==> config.mk <==
export PLATFORM = sky130hd
export DESIGN_NAME = sysex_dump_framer
export DESIGN_NICKNAME = d
export VERILOG_FILES = /design/src/rtl/sysex_dump_pkg.sv /design/src/rtl/sysex_hdr_rom.sv /design/src/rtl/sysex_pay_clean.sv /design/src/rtl/sysex_dump_framer.sv
export SDC_FILE = /design/constraint.sdc
export NUM_CORES = 1
export LEC_CHECK = 0
export ABC_AREA = 1
export BUFFER_PORTS_ARGS = -buffer_cell sky130_fd_sc_hd__clkbuf_2
export CORE_MARGIN = 4
export CORE_UTILIZATION = 47
export CTS_CLUSTER_DIAMETER = 100
export DETAILED_ROUTE_END_ITERATION = 6
export PLACE_DENSITY = 0.69
export SYNTH_ARGS = -nofsm -noshare
export SYNTH_HDL_FRONTEND = slang
export SYNTH_SLANG_ARGS = --single-unit
==> constraint.sdc <==
create_clock -name clk -period 1.7 [get_ports clk]
set_input_delay 0.085 -clock clk [delete_from_list [all_inputs] [get_ports clk]]
set_output_delay 0.085 -clock clk [all_outputs]
set_load 0.005 [all_outputs]
==> src/rtl/sysex_dump_pkg.sv <==
package sysex_dump_pkg;

    typedef enum logic [2:0] {
        ST_IDLE,
        ST_HDR,
        ST_PAY,
        ST_EOX,
        ST_FIN
    } dump_st_e;

    localparam logic [7:0] BYTE_SOX   = 8'hF0;
    localparam logic [7:0] BYTE_EOX   = 8'hF7;
    localparam logic [7:0] BYTE_MAKER = 8'h42;
    localparam logic [7:0] BYTE_FMT   = 8'h30;
    localparam logic [7:0] BYTE_MODEL = 8'h07;
    localparam logic [7:0] BYTE_FUNC  = 8'h48;

    localparam int HDR_LEN   = 6;
    localparam int HDR_IDX_W = 3;

endpackage

==> src/rtl/sysex_hdr_rom.sv <==
module sysex_hdr_rom
    import sysex_dump_pkg::*;
(
    input  logic [HDR_IDX_W-1:0] idx_i,
    input  logic [6:0]           dev_i,
    output logic [7:0]           byte_o
);

    // Position of each byte is fixed by the message layout.
    always_comb begin
        case (idx_i)
            3'd0:    byte_o = BYTE_SOX;
            3'd1:    byte_o = BYTE_MAKER;
            3'd2:    byte_o = BYTE_FMT;
            3'd3:    byte_o = {1'b0, dev_i};
            3'd4:    byte_o = BYTE_MODEL;
            default: byte_o = BYTE_FUNC;
        endcase
    end

endmodule

==> src/rtl/sysex_pay_clean.sv <==
module sysex_pay_clean #(
    parameter int W = 8
) (
    input  logic [W-1:0] raw_i,
    output logic [W-1:0] clean_o,
    output logic         bad_o
);

    assign clean_o = {1'b0, raw_i[W-2:0]};
    assign bad_o   = raw_i[W-1];

endmodule

==> src/rtl/sysex_dump_framer.sv <==
module sysex_dump_framer
    import sysex_dump_pkg::*;
#(
    parameter int FIRST_LEN = 57,
    parameter int NEXT_LEN  = 56
) (
    input  logic       clk,
    input  logic       rst_n,
    input  logic       start_i,
    input  logic [6:0] dev_id_i,
    input  logic       pay_valid_i,
    input  logic [7:0] pay_data_i,
    input  logic       pay_last_i,
    output logic       pay_ready_o,
    output logic       tx_valid_o,
    output logic [7:0] tx_data_o,
    input  logic       tx_ready_i,
    output logic       err_o,
    output logic       done_o
);

    localparam int MAX_LEN = (FIRST_LEN > NEXT_LEN) ? FIRST_LEN : NEXT_LEN;
    localparam int CNT_W   = $clog2(MAX_LEN + 1);
    localparam logic [CNT_W-1:0] FIRST_C = CNT_W'(FIRST_LEN);
    localparam logic [CNT_W-1:0] NEXT_C  = CNT_W'(NEXT_LEN);
    localparam logic [HDR_IDX_W-1:0] HDR_END = HDR_IDX_W'(HDR_LEN - 1);

    typedef struct packed {
        dump_st_e             st;
        logic [HDR_IDX_W-1:0] hidx;
        logic [CNT_W-1:0]     cnt;
        logic                 first;
        logic                 fin;
        logic [6:0]           dev;
        logic                 txv;
        logic [7:0]           txd;
        logic                 err;
        logic                 done;
    } frm_state_t;

    frm_state_t s_q, s_d;

    logic [7:0]       hdr_byte;
    logic [7:0]       pay_clean;
    logic             pay_bad;
    logic             slot_free;
    logic             pay_rdy;
    logic [CNT_W-1:0] blk_limit;
    logic [CNT_W-1:0] cnt_inc;

    sysex_hdr_rom u_hdr (
        .idx_i  (s_q.hidx),
        .dev_i  (s_q.dev),
        .byte_o (hdr_byte)
    );

    sysex_pay_clean #(.W(8)) u_clean (
        .raw_i   (pay_data_i),
        .clean_o (pay_clean),
        .bad_o   (pay_bad)
    );

    always_comb begin
        s_d       = s_q;
        s_d.err   = 1'b0;
        s_d.done  = 1'b0;
        slot_free = !s_q.txv || tx_ready_i;
        pay_rdy   = 1'b0;
        blk_limit = s_q.first ? FIRST_C : NEXT_C;
        cnt_inc   = s_q.cnt + CNT_W'(1);

        if (slot_free) begin
            s_d.txv = 1'b0;
        end

        case (s_q.st)
            ST_IDLE: begin
                if (start_i) begin
                    s_d.st    = ST_HDR;
                    s_d.hidx  = '0;
                    s_d.first = 1'b1;
                    s_d.fin   = 1'b0;
                    s_d.dev   = dev_id_i;
                end
            end
            ST_HDR: begin
                if (slot_free) begin
                    s_d.txv = 1'b1;
                    s_d.txd = hdr_byte;
                    if (s_q.hidx == HDR_END) begin
                        s_d.st  = ST_PAY;
                        s_d.cnt = '0;
                    end else begin
                        s_d.hidx = s_q.hidx + HDR_IDX_W'(1);
                    end
                end
            end
            ST_PAY: begin
                pay_rdy = slot_free;
                if (slot_free && pay_valid_i) begin
                    s_d.txv = 1'b1;
                    s_d.txd = pay_clean;
                    s_d.err = pay_bad;
                    s_d.cnt = cnt_inc;
                    s_d.fin = pay_last_i;
                    if (pay_last_i || (cnt_inc == blk_limit)) begin
                        s_d.st = ST_EOX;
                    end
                end
            end
            ST_EOX: begin
                if (slot_free) begin
                    s_d.txv   = 1'b1;
                    s_d.txd   = BYTE_EOX;
                    s_d.hidx  = '0;
                    s_d.first = 1'b0;
                    s_d.st    = s_q.fin ? ST_FIN : ST_HDR;
                end
            end
            ST_FIN: begin
                if (slot_free) begin
                    s_d.done = 1'b1;
                    s_d.st   = ST_IDLE;
                end
            end
            default: s_d.st = ST_IDLE;
        endcase
    end

    always_ff @(posedge clk) begin
        if (!rst_n) begin
            s_q       <= '0;
            s_q.st    <= ST_IDLE;
        end else begin
            s_q <= s_d;
        end
    end

    assign pay_ready_o = pay_rdy;
    assign tx_valid_o  = s_q.txv;
    assign tx_data_o   = s_q.txd;
    assign err_o       = s_q.err;
    assign done_o      = s_q.done;

endmodule

==> impl_results.md, run 1 <==
* Worst-path clk slew at roughly 70 ps
* CTS Buffer Depth at 2
* #FFs+latches synth at 32
* Final hold vios at 0
* Synth Area per Inst at slightly above 7 um^2
* Final Setup Violations at 0
* Synth warn at 0
* Core Util, Final at 58.2%
* Synthesis-to-finish area growth at 17.1%
* Met2 Routed Length at 1980 um
* Synthesized instance count at between 200 and 300
* Worst Setup Path Type: register to register
* Cell variety after synth at 31
* Drt pass-1 iters at 4
* IO Pins at 33
* CP startpoint kind: register
* CP Capture Type: register
* Setup TNS at 0 ps
* Worst-Margin Slew at 549 ps
* FILL cells at 381
* DRC viols at 0
* CP Cell Sequence: ha_4 > inv_2 > nand2_1 > nor2_1 > nand2_1 > nor2_1 > nand3_1 > nand2_2 > nand3_2 > nand2_1 > nor2_1
* Post-Place Cell Area at between 1500 and 2000 um^2
* Achievable Freq at around 0.67 GHz
* Combined area of all synthesized cells at 1850 um^2
* Part of the power in the clock network at 20.3%
* Max layer used: met4
* Detailed Place HPWL at 3010 um
* Gate power share at 48.1%
* Max-slew headroom at 63.4%
* Final Worst Setup Slack at roughly 210 ps
* CP max-delay cell: dfxtp_4
* RSZ-0062 raised after global routing: false
* Die Span X at 70.7 um
* Post-route ant nets at 0
* Global route overflow at 0
* Multi-input gate area at 1010 um^2
* First-pass GRT wire length at around 6900 um
* CTS Buf Count at 5
* Initial antenna violation count at 0
* Design Area, Final at roughly 2200 um^2
* Register area share after synthesis at 34.7%
* Initial Util at roughly half
* Clock Latency Late Sink at 300 ps
* Sequential share of power at 31.5%
* Htree depth at 2
* WP buf/inv at 1
* Worst Setup SP: s_q[20]$_SDFFE_PN0P_
* Mapped Nets at 282
* Die Span Y at 70.7 um
* Max_cap viols at 0
* Via count at 1672
* Critical Path AT at 1680 ps
* VDD IR max at just over 0.9 mV
* CP max FO at 6
* Metal3 WL at 208 um
* CTS tree: yes
* Core Box Area at about 3700 um^2
* Largest net degree at the start of global routing at 17
* Period utilisation layout at slightly below 90%
* Max Slew Vio Count at 0
* Port bufs at 32
* GRT Total Usage at roughly 17%
* Row Count at 22
* Pre-CTS setup slack at approximately 120 ps
* CP top delay family: simple AND/OR/NAND/NOR gates
* Final Power at approximately 0.0036 W
* Fin crit period at 1490 ps
* Hold Path Class: primary input to register
* Worst endpoint required time at 1890 ps
* Routed vias/inst at 4.99
* Ys flop type: dfxtp_1
* Worst hold start: pay_data_i[7]
* Nets at 313
* Antenna fix cells at 0
* Status: complete, no violations
* M1 WL at 1900 um
* Number of global-route vias before repair at 1542
* Critical R2R Launch: s_q[20]$_SDFFE_PN0P_
* EDFF count, synth at 0
* Routability congestion estimate at between 0.8 and 0.9
* Share of post-route cells with drive strength above 1 at about 27%
* Routed wire length at 4160 um
* Clock skew at 1.87 ps
* Switching power at 0.00158 W
* Sw Share at ~43%
* # hold bufs at CTS at 0
* CTS Root Cell: clkbuf_8
* Iteration-0 DRC Markers at 78
* Int Pwr at about 0.0021 W
* CTS Sinks at 32
* Synth async-reset ratio at 0%
* Pleak at 0.993 nW
* Pwr/cell area at 1690 nW/um^2
* Seq. cell area at approximately 650 um^2
* Max stage delay on crit path at 360 ps
* Die area at between 4000 and 5000 um^2
* Routed wire per std cell at 12.4 um
==> area by class of cell <==
type / instances / share of cell area, %
multi-input combinational: 174 / 46.8
sequential: 32 / 29.9
timing repair buffer: 37 / 9.14
inverter: 36 / 6.48
clock buffer: 6 / 3.36
tap: 48 / 2.78
clock inverter: 2 / 1.62
==> metrics by stage <==
stage | instances | hold slack (ps)
detailed placement | 325 | 313
floorplan | 255 | 212
finish | 335 | 5.69
global route | 335 | 6.55
CTS | 333 | 3.32
global placement | 325 | 306
==> sequential cells by signal, summed over array words and instances (netlist names) <==
register    flops
tx_valid_o      1
s_q            21
tx_data_o       8
err_o           1
done_o          1
==> worst reg2reg max path, stage by stage (launching register included) <==
cell and delay (ps):
dfxtp_4 360, ha_4 240, inv_2 40, nand2_1 40, nor2_1 100, nand2_1 60, nor2_1 100, nand3_1 100
nand2_2 160, nand3_2 90, nand2_1 60, nor2_1 30
==> metal layers <==
metal  global-route usage, %  vias to the layer above
li1                        -                      886
met1                    21.2                      752
met2                    27.7                       28
met3                    6.39                        6
met4                    6.89                        0
met5                       0                        -
==> cell usage after synthesis (2+ instances only) <==
| cell type | instances | area share [%] |
|---|---|---|
| a211oi_1 | 3 | 1.2 |
| inv_1 | 32 | 6.5 |
| nor2_8 | 2 | 2.2 |
| nand2_1 | 53 | 11 |
| nor3_1 | 3 | 0.81 |
| nor2_1 | 16 | 3.3 |
| nand3_1 | 28 | 7.6 |
| nand2_2 | 6 | 2.0 |
| ha_1 | 6 | 4.1 |
| a21oi_1 | 22 | 6.0 |
| nand2_4 | 2 | 1.2 |
| a22oi_1 | 2 | 0.81 |
| o21ai_0 | 12 | 3.3 |
| inv_2 | 2 | 0.41 |
| dfxtp_1 | 32 | 35 |
| o211ai_1 | 5 | 2.0 |
| buf_4 | 9 | 3.7 |
| buf_2 | 2 | 0.54 |
| inv_4 | 2 | 0.68 |
| nor2_4 | 5 | 3.0 |
==> cells by family after synthesis <==
family	count (synthesis)	synth area share (%)
adders and majority gates	6	4.06
and+or+nand+nor	120	33.6
DFF	32	34.7
xor gates and xnor gates	1	0.474
AOI/OAI and AO/OA	47	14.6
buffers and inverters	49	12.6
==> path summary, 6_finish.rpt <==
| check | to | slack, ps | cells past startpoint |
|---|---|---|---|
| min | err_o$_SDFF_PN0_ | 6 | 3 |
| max reg2reg | s_q[31]$_SDFFE_PN0P_ | 210 | 11 |
| min reg2reg | s_q[11]$_SDFFE_PN0P_ | 450 | 2 |
| max | s_q[31]$_SDFFE_PN0P_ | 210 | 11 |
==> power groups by stage <==
stage                     Sequential, W  Combinational, W  Clock, W
after global routing            0.00118           0.00199  0.000790
after detailed placement        0.00116           0.00167         0
final                           0.00115           0.00175  0.000741
after floorplan                 0.00111           0.00141         0
after CTS                       0.00115           0.00169  0.000751
after global placement          0.00116           0.00166         0
==> placed cells by master, fill, tap and decap left out, types with 5 or more instances in the layout <==
cell / Yosys / routed
clkbuf_8: 0 / 5
a21oi_1: 22 / 22
nor2_1: 16 / 16
buf_4: 9 / 5
clkbuf_2: 0 / 32
inv_1: 32 / 31
ha_1: 6 / 5
o211ai_1: 5 / 5
nand2_2: 6 / 8
nor2_4: 5 / 5
o21ai_0: 12 / 11
nand2_1: 53 / 51
nand3_2: 1 / 5
dfxtp_1: 32 / 30
nand3_1: 28 / 24
==> repair_timing <==
action                                 in CTS  in global routing
gates resized for setup                     0                 12
endpoints found under the hold margin       0                  0
setup endpoints to repair                   0                 10
buffers inserted                            0                  2
(Power assumes the default switching activity.)
==> run 2, diff against run 1 <==
--- a/config.mk
+++ b/config.mk
@@ -8,10 +8,11 @@
 export ABC_AREA = 1
 export BUFFER_PORTS_ARGS = -buffer_cell sky130_fd_sc_hd__clkbuf_2
 export CORE_MARGIN = 4
-export CORE_UTILIZATION = 47
+export CORE_UTILIZATION = 40
 export CTS_CLUSTER_DIAMETER = 100
 export DETAILED_ROUTE_END_ITERATION = 6
-export PLACE_DENSITY = 0.69
+export SETUP_SLACK_MARGIN = 0.3
+export SKIP_CTS_REPAIR_TIMING = 1
 export SYNTH_ARGS = -nofsm -noshare
 export SYNTH_HDL_FRONTEND = slang
 export SYNTH_SLANG_ARGS = --single-unit
==> run 2 against run 1 <==
Count of clock-buffer cells in the layout rose by 2. First-iteration DRC count rose by 2.6%. Combinational power rose by 6%. Cell count rose by 2.1%. Largest cell class unchanged.
==> impl_results.md, run 2 (synthesis results as in run 1) <==
* Status: complete, no violations (unchanged)
* Multi-input gate area at 1050 um^2 (was 1010 um^2)
* Worst endpoint required time at 1880 ps (was 1890 ps)
* Setup TNS at 0 ps (unchanged)
* Row Count at 24 (was 22)
* Met3 global-route usage at 3.67% (was 6.39%)
* Routability congestion estimate at 0.785 (was 0.855)
* Nets at 316 (was 313)
* GRT Total Usage at 14.7% (was 17.4%)
* Share of post-route cells with drive strength above 1 at 31.4% (was 26.8%)
* Antenna fix cells at 0 (unchanged)
* Routed wire length at 4090 um (was 4160 um)
* RSZ-0062 raised after global routing: true (was false)
* CP startpoint kind: register (unchanged)
* Largest net degree at the start of global routing at 17 (unchanged)
* Achievable Freq at 0.682 GHz (was 0.670 GHz)
* Placed Cells at 329 (was 325)
* Via count at 1670 (was 1672)
* Commonest non-fill, non-tap cells in the layout: nand2_1, clkbuf_2, inv_1 (unchanged)
* Gr busiest metal: met2 (unchanged)
* Die Span Y at 75.9 um (was 70.7 um)
* Core Box Area at 4410 um^2 (was 3720 um^2)
* CTS Root Cell: clkbuf_8 (unchanged)
* Final Setup Violations at 0 (unchanged)
* Period utilisation layout at 86.2% (was 87.8%)
* RR Endpoint: s_q[29]$_SDFFE_PN0P_ (was s_q[31]$_SDFFE_PN0P_)
* CTS tree: yes (unchanged)
* Critical R2R Launch: s_q[21]$_SDFFE_PN0P_ (was s_q[20]$_SDFFE_PN0P_)
* IO Pins at 33 (unchanged)
* CP max FO at 6 (unchanged)
* Max-slew headroom at 61.2% (was 63.4%)
* Largest Register: s_q (unchanged)
* Max Slew Vio Count at 0 (unchanged)
* Final hold vios at 0 (unchanged)
* Reg2reg setup slack at 230 ps (was 210 ps)
* Global route overflow at 0 (unchanged)
* Initial Util at 41.8% (was 49.7%)
* CTS Buffer Depth at 2 (unchanged)
* Detailed Place HPWL at 3040 um (was 3010 um)
* Hold Path Class: primary input to register (unchanged)
* Pwr/cell area at 1630 nW/um^2 (was 1690 nW/um^2)
* WHS Endpoint: err_o$_SDFF_PN0_ (unchanged)
* Worst hold start: pay_data_i[7] (unchanged)
* Hold WS at 15.6 ps (was 5.69 ps)
* FILL cells at 443 (was 381)
* Number of global-route vias before repair at 1610 (was 1542)
* Fin crit period at 1470 ps (was 1490 ps)
* CTS Buf Count at 5 (unchanged)
* CP Capture Type: register (unchanged)
* Met1 Use GR at 17.4% (was 21.2%)
* Worst-Margin Slew at 581 ps (was 549 ps)
* Die area at 5770 um^2 (was 5000 um^2)
* Post-route ant nets at 0 (unchanged)
* Max_cap viols at 0 (unchanged)
* Clock skew at 7.53 ps (was 1.87 ps)
* Worst-path clk slew at 70 ps (about the same)
* Post-Layout Cell Count at 342 (was 335)
* Synthesis-to-finish area growth at 20.3% (was 17.1%)
* Critical Path AT at 1650 ps (was 1680 ps)
* First-pass GRT wire length at 7070 um (was 6890 um)
* R2r worst-path depth at 11 (unchanged)
* VDD IR max at 0.718 mV (was 0.913 mV)
* Pre-CTS setup slack at 160 ps (was 125 ps)
* Seq. cell area at 653 um^2 (was 646 um^2)
* Max FFs per register at 21 (unchanged)
* Worst Setup Path Type: register to register (unchanged)
* Routed vias/inst at 4.88 (was 4.99)
* DRC viols at 0 (unchanged)
* Die Span X at 75.9 um (was 70.7 um)
* Port bufs at 32 (unchanged)
* GR Util met2 at 24.5% (was 27.7%)
* Initial antenna violation count at 0 (unchanged)
* Leading cell type in the layout, fill and taps excluded: nand2_1 (unchanged)
* Drt pass-1 iters at 4 (unchanged)
* Iteration-0 DRC Markers at 80 (was 78)
* Routed wire per std cell at 12.0 um (was 12.4 um)
* Htree depth at 2 (unchanged)
* Pleak at 0.997 nW (was 0.993 nW)
* Final Worst Setup Slack at 235 ps (was 207 ps)
* CTS Sinks at 32 (unchanged)
* Clock Latency Late Sink at 290 ps (was 300 ps)
* Hold Path Depth at 3 (unchanged)
## run 2: cell count changes in the layout (fill, tap and decap cells not counted), sizes merged
cell / previous run / this run
buf: 5 / 8
clkbuf: 38 / 40
bufinv: 1 / 0
clkinv: 1 / 0
## run 2: how the worst max path moves through the flow
stage / startpoint / to / slack (ps)
2_1_floorplan: s_q[20]$_SDFFE_PN0P_ / s_q[29]$_SDFFE_PN0P_ / 320
3_3_place_gp: s_q[20]$_SDFFE_PN0P_ / s_q[30]$_SDFFE_PN0P_ / 150
3_5_place_dp: s_q[20]$_SDFFE_PN0P_ / s_q[29]$_SDFFE_PN0P_ / 160
4_1_cts: s_q[20]$_SDFFE_PN0P_ / s_q[30]$_SDFFE_PN0P_ / 150
5_1_grt: s_q[21]$_SDFFE_PN0P_ / s_q[31]$_SDFFE_PN0P_ / 100
6_report: s_q[21]$_SDFFE_PN0P_ / s_q[29]$_SDFFE_PN0P_ / 230
## run 2: per-layer routing
| layer | share of wire, % | wire, um |
|---|---|---|
| met1 | 47 | 1940 |
| met2 | 47 | 1930 |
| met3 | 3.3 | 134 |
| met4 | 2.0 | 83 |
| met5 | 0 | 0 |
## run 2: worst max-delay path: stages, from the launching register on
cell     delay [ps]
dfxtp_4         370
ha_4            240
inv_2            50
nand2_2          40
nor2_2           90
nand2_1          50
nor2_1          100
nand3_1         100
nand2_2         150
nand3_1          80
nand2_1          60
nor2_1           30
## run 2: power by group
group          total, W  internal, W  switching, W
sequential      0.00118     0.000989      0.000191
clock          0.000601     0.000330      0.000271
combinational   0.00185     0.000724       0.00113
total           0.00363      0.00204       0.00159
## run 2: area by class of cell
cell class | count | share of cell area [%]
sequential | 32 | 29.4
inverter | 36 | 6.31
timing repair buffer | 40 | 10.1
tap | 52 | 2.93
clock buffer | 8 | 4.05
multi-input combinational | 174 | 47.2
## run 2: through the flow
stage,total power [W],utilization (%),instance area (um^2)
floorplan,0.00253,-,1850
CTS,0.00344,47.4,2090
global route,0.00397,50.3,2220
detailed placement,0.00283,45.4,2000
finish,0.00363,50.3,2220
global placement,0.00284,45.4,2000
